[src/rtl/axwb_pkg.sv]
package axwb_pkg;

    typedef enum logic [2:0] {
        ST_IDLE,
        ST_FILL,
        ST_ADDR,
        ST_DATA,
        ST_RESP
    } axwb_state_e;

    localparam logic [1:0] BURST_INCR = 2'b01;
    localparam logic [1:0] RESP_OKAY  = 2'b00;
    localparam int         AXLEN_W    = 8;

    // beat size code: log2 of bytes per beat
    function automatic logic [2:0] size_code(input int data_w);
        int bytes;
        logic [2:0] code;
        bytes = data_w / 8;
        code  = 3'd0;
        for (int i = 0; i < 8; i++) begin
            if ((1 << i) == bytes) code = 3'(i);
        end
        return code;
    endfunction

endpackage

[src/rtl/axwb_stage_buf.sv]
module axwb_stage_buf #(
    parameter int DATA_W = 32,
    parameter int DEPTH  = 16,
    localparam int IDX_W = $clog2(DEPTH)
) (
    input  logic              clk,
    input  logic              wr_en,
    input  logic [IDX_W-1:0]  wr_idx,
    input  logic [DATA_W-1:0] wr_data,
    input  logic [IDX_W-1:0]  rd_idx,
    output logic [DATA_W-1:0] rd_data
);

    logic [DATA_W-1:0] mem [DEPTH];

    always_ff @(posedge clk) begin
        if (wr_en) mem[wr_idx] <= wr_data;
    end

    assign rd_data = mem[rd_idx];

endmodule

[src/rtl/axwb_ctrl.sv]
module axwb_ctrl
    import axwb_pkg::*;
#(
    parameter int DEPTH  = 16,
    localparam int IDX_W = $clog2(DEPTH)
) (
    input  logic               clk,
    input  logic               rst,
    input  logic               src_valid,
    input  logic [AXLEN_W-1:0] cfg_len,
    input  logic               awready,
    input  logic               wready,
    input  logic               bvalid,
    input  logic [1:0]         bresp,
    input  logic               err_clear,
    output axwb_state_e        state,
    output logic               src_ready,
    output logic               fill_en,
    output logic [IDX_W-1:0]   fill_idx,
    output logic [IDX_W-1:0]   beat_idx,
    output logic [IDX_W-1:0]   len_q,
    output logic               awvalid,
    output logic               wvalid,
    output logic               wlast,
    output logic               bready,
    output logic               err_flag
);

    localparam logic [AXLEN_W-1:0] LEN_CAP = AXLEN_W'(DEPTH - 1);

    axwb_state_e state_d;
    logic [IDX_W-1:0] len_clamped;

    assign len_clamped = (cfg_len > LEN_CAP) ? IDX_W'(LEN_CAP) : IDX_W'(cfg_len);

    assign src_ready = (state == ST_FILL);
    assign fill_en   = src_ready && src_valid;
    assign awvalid   = (state == ST_ADDR);
    assign wvalid    = (state == ST_DATA);
    assign wlast     = wvalid && (beat_idx == len_q);
    assign bready    = (state == ST_RESP);

    always_comb begin
        state_d = state;
        unique case (state)
            ST_IDLE: state_d = ST_FILL;
            ST_FILL: if (fill_en && fill_idx == len_q) state_d = ST_ADDR;
            ST_ADDR: if (awready) state_d = ST_DATA;
            ST_DATA: if (wready && wlast) state_d = ST_RESP;
            ST_RESP: if (bvalid) state_d = ST_IDLE;
            default: state_d = ST_IDLE;
        endcase
    end

    always_ff @(posedge clk) begin
        if (rst) begin
            state    <= ST_IDLE;
            fill_idx <= '0;
            beat_idx <= '0;
            len_q    <= '0;
            err_flag <= 1'b0;
        end else begin
            state <= state_d;
            if (state == ST_IDLE) begin
                len_q    <= len_clamped;
                fill_idx <= '0;
            end else if (fill_en) begin
                fill_idx <= fill_idx + 1'b1;
            end
            if (state == ST_ADDR) beat_idx <= '0;
            else if (wvalid && wready && !wlast) beat_idx <= beat_idx + 1'b1;
            if (bready && bvalid && bresp != RESP_OKAY) err_flag <= 1'b1;
            else if (err_clear) err_flag <= 1'b0;
        end
    end

endmodule

[src/rtl/axi_burst_stager.sv]
module axi_burst_stager
    import axwb_pkg::*;
#(
    parameter int DATA_W    = 32,
    parameter int ADDR_W    = 32,
    parameter int MAX_BEATS = 16,
    localparam int STRB_W   = DATA_W / 8,
    localparam int IDX_W    = $clog2(MAX_BEATS)
) (
    input  logic               clk,
    input  logic               rst,
    input  logic               src_valid,
    output logic               src_ready,
    input  logic [DATA_W-1:0]  src_data,
    input  logic [ADDR_W-1:0]  cfg_addr,
    input  logic [AXLEN_W-1:0] cfg_len,
    input  logic               err_clear,
    output logic               err_flag,
    output logic               awvalid,
    input  logic               awready,
    output logic [ADDR_W-1:0]  awaddr,
    output logic [AXLEN_W-1:0] awlen,
    output logic [2:0]         awsize,
    output logic [1:0]         awburst,
    output logic               wvalid,
    input  logic               wready,
    output logic [DATA_W-1:0]  wdata,
    output logic [STRB_W-1:0]  wstrb,
    output logic               wlast,
    input  logic               bvalid,
    output logic               bready,
    input  logic [1:0]         bresp
);

    axwb_state_e      state;
    logic             fill_en;
    logic [IDX_W-1:0] fill_idx;
    logic [IDX_W-1:0] beat_idx;
    logic [IDX_W-1:0] len_q;
    logic [ADDR_W-1:0] addr_q;

    axwb_ctrl #(.DEPTH(MAX_BEATS)) u_ctrl (
        .clk      (clk),
        .rst      (rst),
        .src_valid(src_valid),
        .cfg_len  (cfg_len),
        .awready  (awready),
        .wready   (wready),
        .bvalid   (bvalid),
        .bresp    (bresp),
        .err_clear(err_clear),
        .state    (state),
        .src_ready(src_ready),
        .fill_en  (fill_en),
        .fill_idx (fill_idx),
        .beat_idx (beat_idx),
        .len_q    (len_q),
        .awvalid  (awvalid),
        .wvalid   (wvalid),
        .wlast    (wlast),
        .bready   (bready),
        .err_flag (err_flag)
    );

    axwb_stage_buf #(.DATA_W(DATA_W), .DEPTH(MAX_BEATS)) u_buf (
        .clk    (clk),
        .wr_en  (fill_en),
        .wr_idx (fill_idx),
        .wr_data(src_data),
        .rd_idx (beat_idx),
        .rd_data(wdata)
    );

    always_ff @(posedge clk) begin
        if (rst) addr_q <= '0;
        else if (state == ST_IDLE) addr_q <= cfg_addr;
    end

    assign awaddr  = addr_q;
    assign awlen   = AXLEN_W'(len_q);
    assign awsize  = size_code(DATA_W);
    assign awburst = BURST_INCR;
    assign wstrb   = '1;

endmodule

[config.mk]
export PLATFORM = sky130hd
export DESIGN_NAME = axi_burst_stager
export DESIGN_NICKNAME = d
export VERILOG_FILES = /design/src/rtl/axwb_pkg.sv /design/src/rtl/axwb_stage_buf.sv /design/src/rtl/axwb_ctrl.sv /design/src/rtl/axi_burst_stager.sv
export SDC_FILE = /design/constraint.sdc
export NUM_CORES = 1
export LEC_CHECK = 0
export ABC_AREA = 1
export BUFFER_PORTS_ARGS = -buffer_cell sky130_fd_sc_hd__buf_2
export CORE_MARGIN = 10
export CORE_UTILIZATION = 45
export CTS_CLUSTER_DIAMETER = 60
export CTS_CLUSTER_SIZE = 16
export DETAILED_ROUTE_END_ITERATION = 10
export SLEW_MARGIN = 15
export SYNTH_ARGS = -nofsm -noshare
export SYNTH_HDL_FRONTEND = slang
export SYNTH_HIERARCHICAL = 1
export SYNTH_SLANG_ARGS = --single-unit
[constraint.sdc]
create_clock -name clk -period 2.9 [get_ports clk]
set_input_delay 0.58 -clock clk [delete_from_list [all_inputs] [get_ports clk]]
set_output_delay 0.58 -clock clk [all_outputs]
set_load 0.005 [all_outputs]
Yosys cells after proc, flatten, opt, wreduce, memory -nomap -nowiden
Memories as Yosys holds them, arrays and structs flattened. A register that Yosys moved wholly into a read port is not among the register bits.
Index checks and enable logic that the tools add are counted.
- add/sub/neg operators: 2
- multipliers: 0
- divide/modulo/power cells: 0
- order comparisons: 1
- equality and inequality tests: 10
- shifts and indexed selects: 0
- muxes and demuxes: 12
- bitwise operators: 0
- reductions and logical operators: 15
- operators with widths (cell ; count):
    $pmux W3 S5 ; 1
    $mux W3 ; 4
    $mux W4 ; 3
    $add A4 B1 Y4 const B ; 2
    $eq A4 B4 Y1 ; 2
    $gt A8 B4 Y1 const B ; 1
    $logic_and A1 B1 Y1 ; 8
    $eq A3 B2 Y1 const B ; 2
    $ne A2 B2 Y1 const B ; 3
    $mux W1 ; 4
    $reduce_and A4 Y1 ; 1
    $reduce_bool A2 Y1 ; 2
    $reduce_or A2 Y1 ; 2
    $eq A3 B1 Y1 const B ; 1
    $eq A3 B3 Y1 const B ; 1
    $logic_not A3 Y1 ; 1
    $ne A2 B1 Y1 const B ; 1
    $logic_not A1 Y1 ; 1
- flip-flop bits (word level): 48
- latch bits: 0
- memory bits (writable): 512
- memory bits (read-only): 0
- output and inout bits: 87
- memories: 1
- memory list (name ; words ; bits a word ; rd ports ; clocked after Yosys merged registers in ; write ports ; RTL line ; text):
    u_buf.mem ; 16 ; 32 ; 1 ; 1 ; 1 ; axwb_stage_buf.sv:14 ; logic [DATA_W-1:0] mem [DEPTH];

Depth between registers and ports, before layout
- depth after elaboration: 6
- gate-level depth with buffers: 11
- gate-level depth less buffers: 11

By module
Netlist, hierarchy kept.
- modules (own cells, without submodules) (module ; times used ; cells an instance ; area an instance (sq um) ; seq. area each (sq um)):
    axwb_stage_buf ; 1 ; 2088 ; 22089.9 ; 15374.7
    axi_burst_stager ; 1 ; 225 ; 1562.7 ; 640.6
    axwb_ctrl ; 1 ; 143 ; 933.4 ; 320.3

Least setup slack after synthesis
Ideal clock, no wire load.
- kind: input-to-reg
- start point: input port src_valid
- end point: memory u_buf.mem[12][0], enable pin
- setup time: 0.421 ns
- arrival time: 2.442 ns
- path slack: 0.037 ns
- cell stages on the path: 4
- path through: nand4_1 > inv_1 > nand3_1 > nor2_1
- word-level cells in the longest chain between the ends: 3
- RTL lines (what ; RTL line ; text):
    start, declared ; axi_burst_stager.sv:12 ; input logic src_valid,
    $logic_and A1 B1 Y1 ; axwb_ctrl.sv:37 ; assign fill_en = src_ready && src_valid;
    named net fill_en ; axi_burst_stager.sv:36 ; logic fill_en;
    $mux W1 ; axwb_stage_buf.sv:17 ; if (wr_en) mem[wr_idx] <= wr_data;
    $mux W1 (not written as such) ; axwb_stage_buf.sv:17 ;
    end, declared ; axwb_stage_buf.sv:14 ;
The timed path passes the listed nets, and every way through them passes these cells.

==> out/metrics.sh <==
WL_UM=62400
REGTOREGSTARTPOINT='u_ctrl/state[1]'
DESIGN_POWER_TOTAL_W=0.0187
YOSYS_REGISTER_BITS=560
FMAX_MHz=355
SYNTHDOMINANTAREACELLTYPE='sky130_fd_sc_hd__edfxtp_1'
FINALHOLDVIOLATIONS=0
SWITCHING_SHARE_PCT=27.4
HOLD_CLASS='input port to register'
SYN-MEAN-INSTANCE-AREA_UM2=10.0
SYNTH_WARNINGS=6
WORSTREG2REGEND='u_buf/mem[0][26]'
SEQ_POWER_SHARE_PCT=49.6
MIN_PERIOD_OVER_PERIOD_PCT=97.1
SEQCELLAREA_UM2=16300
WORST-SLEW-PIN-TRANSITION_NS=0.980
SETUP.WORST_PATH.END='wdata[12]'
R2R.WORST_PATH.CELLS=6
DETAIL_ROUTE.DRC_VIOLATIONS=0
POWER.DENSITY_nW_PER_UM2=671
SYNTH_CELL_TYPE_COUNT=35
CLOCK_SINKS=560
DRT.ANTENNA.VIOLATING_NETS=0
CLOCKPOWERSHARE_PCT=34.3
SYNTHESIS.AREA_UM2=24600
SYNTH_MOST_COMMON_CELL='sky130_fd_sc_hd__nand2_1'
PLACER_S_FINAL_ROUTABILITY_CONGESTION_ESTIMATE=0.822
DIE-WIDTH_UM=254
SETUP_CLOCK_SKEW_AFTER_LAYOUT_NS=0.0352
PORT-BUFFER-COUNT=154
CRIT_BUF_INV=2
GRT_ANTENNA_BEFORE_REPAIR=0
GRT_FIRST_PASS_WIRELENGTH_UM=94100
GRT_OVERFLOW_TOTAL=0
CP-START-KIND='register'
CTS_TREE='built'
REPORT.FINAL.SLEW_VIOL_COUNT=0
TIMING.CRITICAL_PATH.CELLS='buf_6 -> nand2_1 -> nand2_1 -> nand2_1 -> nand3_1 -> nand3_1 -> nand2_1 -> buf_2'
SLEW_HEADROOM_PCT=34.6
NUM_IO_PINS=168
TRITONCTS.NUM_BUFFERS=47
SYNTH_TOP_CELL_AREA_SHARE_PCT=62.5
CRIT_SLOWEST_CELL='sky130_fd_sc_hd__dfxtp_4'
WORSTSETUPSTARTPOINT='u_ctrl/beat_idx[0]'
SYNTHFLOPTYPE='sky130_fd_sc_hd__edfxtp_1'
NUM_VIAS=16623
POWER.SHARE.COMBINATIONAL_PCT=16.1
ENDPOINT_KIND='primary output'
PLACE.DETAILED.HPWL_UM=38100
FILLCELLCOUNT=4800
CTS.CLK_SLEW.WORST_PATHS_NS=0.07
HTREE_NUM_LEVELS=2
FINAL_CORE_UTIL_PCT=51.7
STATUS='finished, final reports clean'
RATIO_OF_CELLS_WITH_DRIVE_ABOVE_1_IN_THE_FINAL_LAYOUT_PCT=12.5
AVGVIACOUNTPERCELL=5.00
CP_DATA_ARRIVAL_TIME_NS=2.24
MULTI_INPUT_AREA_UM2=5810
INSERTION_DELAY_NS=0.62
CRITICAL_PATH_DEPTH=8
PERIOD_NEEDED_NS=2.82
YOSYS-TOP-CELLS-COUNT='sky130_fd_sc_hd__nand2_1 (745), sky130_fd_sc_hd__edfxtp_1 (512), sky130_fd_sc_hd__inv_1 (448), sky130_fd_sc_hd__nand3_1 (421), sky130_fd_sc_hd__nor2_1 (67)'
POSTPLACECELLAREA_UM2=26100
POST_DRT_WL_PER_CELL_UM=18.8
DRT-INITIAL-DRC-COUNT=1277
REG2REG_SLACK_NS=0.61
TOTAL_SWITCHING_POWER_W=0.00512
CORE_UM2=53900
FINALSETUPTNS_NS=0
LAYOUT.NETS=2682
PART_OF_THE_YOSYS_AREA_USED_FOR_SEQUENTIAL_ELEMENTS_PCT=66.4
NUMBER_OF_CORE_ROWS=85
CRITICAL-PATH-MAX-STAGE-DELAY_NS=0.49
WORSTPATHMAXFANOUT=40
FP.DIEH_UM=254
ASYNC_FLOP_SHARE_PCT=0
MAX_CAP_VIOLATIONS=0
INITIAL_CORE_UTIL_PCT=45.6
CRIT_PATH_MOST_REPEATED_CELL='sky130_fd_sc_hd__nand2_1'
PEAK_IR_DROP_ON_THE_VDD_NETWORK_uV=497
CLOCK_PATH_BUFFERS=3
DRT_PRE_ANTENNA_ITERS=5
CELLLEAKAGEPOWER_nW=12.1
FIRST_GLOBAL_VIAS=16204
SYNTH-EDFF-COUNT=512
FP.DIEAREA_UM2=64400
INTERNAL_POWER_W=0.0136
CRITICALPATHCATEGORY='register to primary output'
CLOCK-ROOT-BUFFER='sky130_fd_sc_hd__clkbuf_16'
GRT_SETUP_UNREPAIRED='yes'
CTSHOLDBUFFERS=0
GRT_START_MAX_NET_PINS=78
FINISH.INSTANCE_AREA_UM2=27900
SETUP_VIOL_COUNT_FINAL=0
GRTUSAGETOTAL_PCT=18.9
CRITPATHREQUIREDTIME_NS=2.32
SYNTHTOLAYOUTAREAGROWTH_PCT=13.3
POSTSYNTHCELLCOUNT=2456
CELL_TYPES_WITH_THE_LARGEST_AREA_SHARE_AFTER_SYNTHESIS='sky130_fd_sc_hd__edfxtp_1 (63%), sky130_fd_sc_hd__nand2_1 (11%), sky130_fd_sc_hd__nand3_1 (8.6%)'
DOMINANT_DELAY_CONTRIBUTOR_BY_CELL_FAMILY_ON_THE_CRITICAL_PATH='simple AND/OR/NAND/NOR gates'
[cells in the final DEF (no fill, tap or decap), types with 2 or more instances in the layout]
cell / count
sky130_fd_sc_hd__o21ai_0: 3
sky130_fd_sc_hd__clkinvlp_4: 3
sky130_fd_sc_hd__nand4_1: 2
sky130_fd_sc_hd__inv_2: 5
sky130_fd_sc_hd__xor2_1: 2
sky130_fd_sc_hd__bufinv_16: 4
sky130_fd_sc_hd__clkinv_2: 3
sky130_fd_sc_hd__nand3b_1: 2
sky130_fd_sc_hd__buf_6: 2
sky130_fd_sc_hd__dfxtp_1: 44
sky130_fd_sc_hd__ha_1: 2
sky130_fd_sc_hd__clkbuf_16: 51
sky130_fd_sc_hd__nand3_2: 3
sky130_fd_sc_hd__inv_8: 2
sky130_fd_sc_hd__clkinv_8: 3
sky130_fd_sc_hd__buf_16: 6
sky130_fd_sc_hd__conb_1: 13
sky130_fd_sc_hd__nor3_2: 3
sky130_fd_sc_hd__nor2_4: 16
sky130_fd_sc_hd__nand3_1: 420
sky130_fd_sc_hd__inv_6: 8
sky130_fd_sc_hd__edfxtp_1: 512
sky130_fd_sc_hd__nor3_1: 2
sky130_fd_sc_hd__buf_4: 34
sky130_fd_sc_hd__nor2_1: 51
sky130_fd_sc_hd__nor2_2: 4
sky130_fd_sc_hd__buf_2: 154
sky130_fd_sc_hd__a21oi_1: 39
sky130_fd_sc_hd__dfxtp_4: 3
sky130_fd_sc_hd__o21ai_1: 2
sky130_fd_sc_hd__buf_12: 14
sky130_fd_sc_hd__clkbuf_1: 10
sky130_fd_sc_hd__clkinv_4: 2
sky130_fd_sc_hd__nand2_1: 745
sky130_fd_sc_hd__inv_1: 446
sky130_fd_sc_hd__o22ai_1: 4
[state kept, by name, indices dropped and copies added, names as in the netlist]
signal,count
u_buf/mem,512
u_ctrl/fill_idx,4
u_ctrl/err_flag,1
u_ctrl/beat_idx,4
u_ctrl/state,3
awaddr,32
u_ctrl/len_q,4
[worst reg2reg max path, delay by kind of cell, from the launching register on]
family / cells / cell delay, ns
buffers and inverters: 3 / 0.82
flip-flops: 1 / 0.43
AND/OR/NAND/NOR: 3 / 0.68
[worst min path at each step]
| stage | start | end | depth (start not counted) |
|---|---|---|---|
| finish | err_clear | u_ctrl/err_flag | 4 |
| global route | err_clear | u_ctrl/err_flag | 4 |
| CTS | err_clear | u_ctrl/err_flag | 4 |
| detailed placement | awaddr[0] | awaddr[0] | 2 |
| global placement | u_ctrl/err_flag | u_ctrl/err_flag | 2 |
| floorplan | u_ctrl/err_flag | u_ctrl/err_flag | 2 |
[metal layers]
| metal | vias to the layer above | share of wire (%) | track usage [%] |
|---|---|---|---|
| met5 | - | 0 | 0 |
| met3 | 132 | 5.0 | 2.80 |
| met1 | 7892 | 42 | 23.6 |
| met4 | 0 | 4.0 | 8.06 |
| li1 | 8131 | - | - |
| met2 | 468 | 49 | 32.3 |
[power by group through the flow]
stage | Combinational [W] | Clock, W | Sequential, W
after floorplan | 0.00196 | 0 | 0.00945
after global placement | 0.00290 | 0 | 0.00944
after detailed placement | 0.00294 | 0 | 0.00945
after CTS | 0.00297 | 0.00655 | 0.00928
after global routing | 0.00339 | 0.00691 | 0.00931
final | 0.00301 | 0.00641 | 0.00928
[through the flow]
step / instances / hold slack (ns) / setup slack [ns]
floorplan: 2467 / 0.454 / 0.0368
global placement: 3236 / 0.448 / 0.494
detailed placement: 3236 / 0.461 / 0.435
CTS: 3316 / 0.213 / -0.0364
global route: 3325 / 0.257 / -0.0483
finish: 3326 / 0.247 / 0.0835
[logic make-up (layout without fill, tap and decap cells)]
kind of cell             after synthesis  in the layout  share of synthesized area (%)
buffers and inverters                586            748                           10.6
XOR/XNOR                               2              2                         0.0713
AO/OA/AOI/OAI                         52             52                           1.13
flip-flops                           560            560                           66.4
AND/OR/NAND/NOR                     1252           1252                           21.6
other                                  2             14                         0.0305
adder cells (fa/ha/maj)                2              2                          0.102
[timing repair]
item                                   in CTS  in global routing
endpoints found under the hold margin       0                  0
buffers inserted                            0                  4
setup endpoints to repair                  15                 29
cloned                                      1                  5
resized for setup                           4                 14
[final cells by class]
type                            count  area share (%)
Timing Repair Buffer              214            5.69
Inverter                          453            6.18
Tap cell                          696            3.13
Timing Repair inverter              2          0.0629
Clock buffer                       58            4.45
Sequential cell                   560            58.7
Clock inverter                     21           0.975
Multi-Input combinational cell   1321            20.8
Antenna cell                        1         0.00898
Power figures use the tool's default switching activity.
